<file path="config.mk">
export PLATFORM = sky130hd
export DESIGN_NAME = alarm_match_unit
export DESIGN_NICKNAME = d
export VERILOG_FILES = /design/src/rtl/alm_pkg.sv /design/src/rtl/alm_field_cmp.sv /design/src/rtl/alm_flag_ctl.sv /design/src/rtl/alarm_match_unit.sv
export SDC_FILE = /design/constraint.sdc
export NUM_CORES = 1
export LEC_CHECK = 0
export ABC_AREA = 0
export BUFFER_PORTS_ARGS = -buffer_cell sky130_fd_sc_hd__buf_2
export CAP_MARGIN = 25
export CORE_MARGIN = 4
export CORE_UTILIZATION = 31
export DETAILED_ROUTE_END_ITERATION = 12
export PLACE_DENSITY = 0.87
export SLEW_MARGIN = 30
export SYNTH_ARGS = -nofsm -noshare
export SYNTH_HDL_FRONTEND = slang
export SYNTH_SLANG_ARGS = --single-unit
</file>
<file path="constraint.sdc">
create_clock -name clk -period 2.54 [get_ports clk]
set_input_delay 0.508 -clock clk [delete_from_list [all_inputs] [get_ports clk]]
set_output_delay 0.508 -clock clk [all_outputs]
set_load 0.03 [all_outputs]
</file>
<file path="src/rtl/alm_pkg.sv">
package alm_pkg;
  // Status byte bit positions decoded by the host
  localparam int STAT_W       = 8;
  localparam int STAT_IRQ_BIT = 7;
  localparam int STAT_AF_BIT  = 5;
endpackage

</file>
<file path="src/rtl/alm_field_cmp.sv">
module alm_field_cmp #(
  parameter int W  = 8,
  parameter int WB = 2
) (
  input  logic [W-1:0] alm_byte,
  input  logic [W-1:0] cur_byte,
  output logic         hit
);
  logic wild;
  always_comb begin
    wild = &alm_byte[W-1 -: WB];
    hit  = wild | (alm_byte == cur_byte);
  end
endmodule

</file>
<file path="src/rtl/alm_flag_ctl.sv">
module alm_flag_ctl (
  input  logic clk,
  input  logic rst,
  input  logic set_req,
  input  logic clr_req,
  input  logic ie,
  output logic af,
  output logic irqf,
  output logic irq_n
);
  logic af_d;
  logic irq_d;
  always_comb begin
    // set has priority so an alarm arriving during a read is kept
    af_d  = set_req | (af & ~clr_req);
    irq_d = af_d & ie;
  end
  always_ff @(posedge clk) begin
    if (rst) begin
      af    <= 1'b0;
      irqf  <= 1'b0;
      irq_n <= 1'b1;
    end else begin
      af    <= af_d;
      irqf  <= irq_d;
      irq_n <= ~irq_d;
    end
  end
endmodule

</file>
<file path="src/rtl/alarm_match_unit.sv">
module alarm_match_unit #(
  parameter int FIELD_W = 8,
  parameter int WILD_W  = 2
) (
  input  logic               clk,
  input  logic               rst,
  input  logic               upd_stb,
  input  logic [FIELD_W-1:0] cur_hr,
  input  logic [FIELD_W-1:0] cur_min,
  input  logic [FIELD_W-1:0] cur_sec,
  input  logic [FIELD_W-1:0] alm_hr,
  input  logic [FIELD_W-1:0] alm_min,
  input  logic [FIELD_W-1:0] alm_sec,
  input  logic               alm_ie,
  input  logic               stat_rd,
  output logic [7:0]         stat_q,
  output logic               alarm_flag,
  output logic               irq_flag,
  output logic               irq_n
);
  import alm_pkg::*;
  localparam int NUM_F = 3;

  logic [FIELD_W-1:0] alm_v [NUM_F];
  logic [FIELD_W-1:0] cur_v [NUM_F];
  logic [NUM_F-1:0]   hit_v;
  logic               set_req;

  always_comb begin
    alm_v[0] = alm_sec; cur_v[0] = cur_sec;
    alm_v[1] = alm_min; cur_v[1] = cur_min;
    alm_v[2] = alm_hr;  cur_v[2] = cur_hr;
  end

  for (genvar i = 0; i < NUM_F; i++) begin : g_fld
    alm_field_cmp #(.W(FIELD_W), .WB(WILD_W)) u_cmp (
      .alm_byte (alm_v[i]),
      .cur_byte (cur_v[i]),
      .hit      (hit_v[i])
    );
  end

  assign set_req = upd_stb & (&hit_v);

  alm_flag_ctl u_flags (
    .clk     (clk),
    .rst     (rst),
    .set_req (set_req),
    .clr_req (stat_rd),
    .ie      (alm_ie),
    .af      (alarm_flag),
    .irqf    (irq_flag),
    .irq_n   (irq_n)
  );

  always_comb begin
    stat_q               = '0;
    stat_q[STAT_IRQ_BIT] = irq_flag;
    stat_q[STAT_AF_BIT]  = alarm_flag;
  end
endmodule

</file>
-- Yosys cells after proc, flatten, opt, wreduce, memory -nomap -nowiden
Cells that the tools add are included.
- register bits: 3
- logic and storage cells: 19
- output and inout bits: 11
- bitwise operators: 9
- eq/ne operators: 3
- reduce and logical (&&, ||, !) cells: 4
- operator list (cell ; count):
    $eq A8 B8 Y1 ; 3
    $reduce_and A2 Y1 ; 3
    $or A1 B1 Y1 ; 4
    $and A1 B1 Y1 ; 3
    $reduce_and A3 Y1 ; 1
    $not A1 Y1 ; 2

-- Logic depth before layout (Yosys ltp)
- word-level depth: 7
- depth in mapped cells: 5
- depth with buffers taken out: 5

-- Hierarchy
Synthesis repeated with hierarchy kept, for this count alone.
- cell total of the unflattened synthesis: 55
- area total of the unflattened synthesis: 445.4 um2
- modules (own cells, without submodules) (module ; area an instance (um2) ; times used ; cells each):
    alm_field_cmp ; 91.3 ; 3 ; 12
    alm_flag_ctl ; 98.8 ; 1 ; 9
    alarm_match_unit ; 72.6 ; 1 ; 10

-- Least setup slack after synthesis
No wires, ideal clock.
- path type: input to register
- start point: input alm_hr[7]
- end point: register u_flags.irq_n
- path slack: 1031 ps
- stages on the path: 4
- arrival: 1384 ps
- cells stage by stage: xor2_1 -> nor4_1 -> a22oi_1 -> o41a_1
- longest elaborated chain between the ends: 7
- elaborated cells between the ends (all ways): 8
- ends and longest elaborated chain (item ; RTL line ; RTL):
    start, declared ; alarm_match_unit.sv:11 ; input logic [FIELD_W-1:0] alm_hr,
    $eq A8 B8 Y1 or $reduce_and A2 Y1 (tied branches) ; alm_field_cmp.sv:12, alm_field_cmp.sv:11 ;
    $or A1 B1 Y1 (*) ; alm_field_cmp.sv:12 ; hit = wild | (alm_byte == cur_byte);
    $reduce_and A3 Y1 (*) ; alarm_match_unit.sv:43 ; assign set_req = upd_stb & (&hit_v);
    $and A1 B1 Y1 (*) ; alarm_match_unit.sv:43 ;
    $or A1 B1 Y1 (*) ; alm_flag_ctl.sv:15 ; af_d = set_req | (af & ~clr_req);
    $and A1 B1 Y1 (*) ; alm_flag_ctl.sv:16 ; irq_d = af_d & ie;
    $not A1 Y1 (*) ; alm_flag_ctl.sv:26 ; irq_n <= ~irq_d;
    end signal, assigned ; alm_flag_ctl.sv:26 ;
    end, declared ; alm_flag_ctl.sv:9 ; output logic irq_n
Mark *: on every way between the ends. The rest lies on a longest branch, timed or not.
A chain may end at the register's enable or synchronous reset.

-- Worst setup path after layout
Same ends and word-level chain as after synthesis.

==> flow_summary.yaml <==
outcome:
  outcome: "finished clean"
worst_hold_path:
  hold_class: "primary input to flip-flop"
  hold_depth: 2
finish:
  final_nets: 168
  drive_above_1_share_pct: 52.63
  n_antenna_cell: 0
  area_growth_pct: 64.35
cts:
  clk_latency_ns: 0.23
  clk_path_buf_depth: 2
  cts_resized: 0
  cts_buffers: 3
  cts_tree: "built"
  cts_hold_buf: 0
  clkTransAtPathRegs_ns: 0.04
  cts_post_setup_buffers_inserted: 0
  htreeDepth: 1
  cts.sinks: 3
  root_buffer: "clkbuf_4"
critical_path:
  rr_worst_depth: 2
  arrival_ns: 1.60
  crit_path_end_kind: "flip-flop"
  worst_setup_path_start_kind: "primary input"
  critPathMaxFanout: 3
  crit_type: "primary input to flip-flop"
  cp_top_family: "compound AO/OA/AOI/OAI gates"
  crit_chain: "buf_2 -> xor2_1 -> nor4_1 -> a22oi_1 -> o41a_1"
  cp_num_cells: 5
  required_ns: 2.65
  slowest_stage: "o41a_1"
  max_stage_delay_ns: 0.39
  path_buf_inv: 1
power:
  peakVddDrop_v: 0.0001733
  internal_power_mw: 0.1600
  p_sw_share_pct: 30.32
  p_comb_share_pct: 43.5
  power.leakage_nw: 0.3825
  clock_power_share_pct: 35.8
  power_mw: 0.2296
  seq_power_share_pct: 20.8
  p_sw_mw: 0.06963
  power.density_mw_per_mm2: 311.1
synthesis:
  yosysTopAreaCell: "xnor2_1"
  ys_warn_count: 0
  syn_area_sq_um: 449.2
  synth.top_cells.by_count: "16 x xnor2_1, 8 x buf_4, 8 x xor2_1, 5 x nand2_1, 4 x nand4_1"
  ys_seq_elements: 3
  async_flop_share_pct: 0
  synthFlopType: "dfxtp_1"
  ys_seq_area_share_pct: 13.37
  yosysUniqueCellTypes: 15
  syn_inst: 56
  synth.avg_cell_area_sq_um: 8.021
  synth_top_area_share_pct: 31.20
  synth-edff-count: 0
  synth_area_leaders: "xnor2_1 31%, xor2_1 16%, dfxtp_1 13%"
  synth_most_common_cell: "xnor2_1"
timing:
  fmax_mhz: 673.3
  fin_worst_hold_slack_ns: 0.5158
  slew_violations: 0
  fin_crit_sh_pct: 58.47
  hold_viol: 0
  final.min_clock_period_ns: 1.485
  setup_violations: 0
  rsz0062_at_grt: "no"
  tns_ns: 0
  skew_ns: 0.001987
place:
  dpl.hpwl_um: 1291
  gp_congestion: 0.6841
  portBuffers: 57
global_route:
  grt.total_usage_pct: 13.00
  antenna_found_initial: 0
  grt_overflow: 0
  grt_pass1_wl_um: 2056
  grt_pass1_vias: 593
  grt_max_degree: 5
die:
  dieArea_sq_mm: 0.002122
  io_pins: 64
  start_util_pct: 33.68
  fp.coreArea_sq_mm: 0.001334
  die_y_um: 46.07
  rows: 13
  die_w_um: 46.07
job:
  maxCapViolations: 0
drt:
  vias_per_cell: 4.388
  dr.pass1.iters: 1
  antenna_left: 0
  routed_wl_um: 1326
  wl_per_cell_um: 10.28
  drt-initial-drc-count: 0
  route.detailed.drc: 0
  vias: 566
-- power groups by stage --
stage	clock, mW	sequential [mW]	combinational, mW
6_report	0.0821	0.0477	0.0998
5_1_grt	0.0916	0.0476	0.110
4_1_cts	0.0862	0.0477	0.101
3_5_place_dp	0	0.0484	0.101
3_3_place_gp	0	0.0484	0.0974
2_1_floorplan	0	0.0487	0.0560
-- cell type report --
| cell class | instances | area (sq um) |
|---|---|---|
| Clock buffer | 4 | 26.28 |
| Fill cell | 134 | 595.6 |
| Inverter | 1 | 3.754 |
| Multi-Input combinational cell | 49 | 344.1 |
| Sequential cell | 3 | 60.06 |
| Tap cell | 15 | 18.77 |
| Timing Repair Buffer | 57 | 285.3 |
-- cell usage in the layout (no fill, tap or decap) --
cell type,count
buf_2,57
a22oi_1,1
nor4_1,2
xnor2_1,16
o41ai_1,2
nand4_1,4
nor2_1,1
nand3_1,1
inv_1,1
clkbuf_4,3
nand2_1,5
clkbuf_1,1
conb_1,6
dfxtp_1,3
o41a_1,1
xor2_1,8
o21ai_0,2
-- stage by stage --
stage / area, sq um / cells / utilization, % / setup slack, ns
after floorplan: 467.9 / 61 / - / 1.031
after global placement: 711.9 / 125 / 53.38 / 0.8037
after detailed placement: 711.9 / 125 / 53.38 / 0.8071
after CTS: 738.2 / 129 / 55.35 / 1.042
after global routing: 738.2 / 129 / 55.35 / 0.9732
final: 738.2 / 129 / 55.35 / 1.055
-- registers in the layout (all words and copies together), names as in the netlist --
name / flops
u_flags.af: 1
u_flags.irq_n: 1
u_flags.irqf: 1
-- cells by family after synthesis --
logic type                share of synthesized area [%]
and+or+nand+nor                                   14.48
xor gates and xnor gates                          46.80
buffers and inverters                             14.21
DFF                                               13.37
AOI/OAI and AO/OA                                 10.31
other                                            0.8349
-- final timing paths --
| path | slack [ns] | to | startpoint |
|---|---|---|---|
| worst max register to register | 1.83 | u_flags.irq_n | u_flags.af |
| worst max-delay path | 1.05 | u_flags.irq_n | alm_hr[7] |
| worst min register to register | 0.53 | u_flags.af | u_flags.af |
| worst min-delay path | 0.52 | u_flags.irqf | rst |
-- metal layers --
| metal | track usage [%] | vias up | wire length [um] |
|---|---|---|---|
| met3 | 4.297 | 0 | 172 |
| met4 | 1.705 | 0 | 0 |
| met2 | 28.57 | 33 | 793 |
| li1 | - | 293 | - |
| met1 | 10.67 | 240 | 360 |
| met5 | 0 | - | 0 |
No activity file was read; power rests on OpenSTA's default activity.
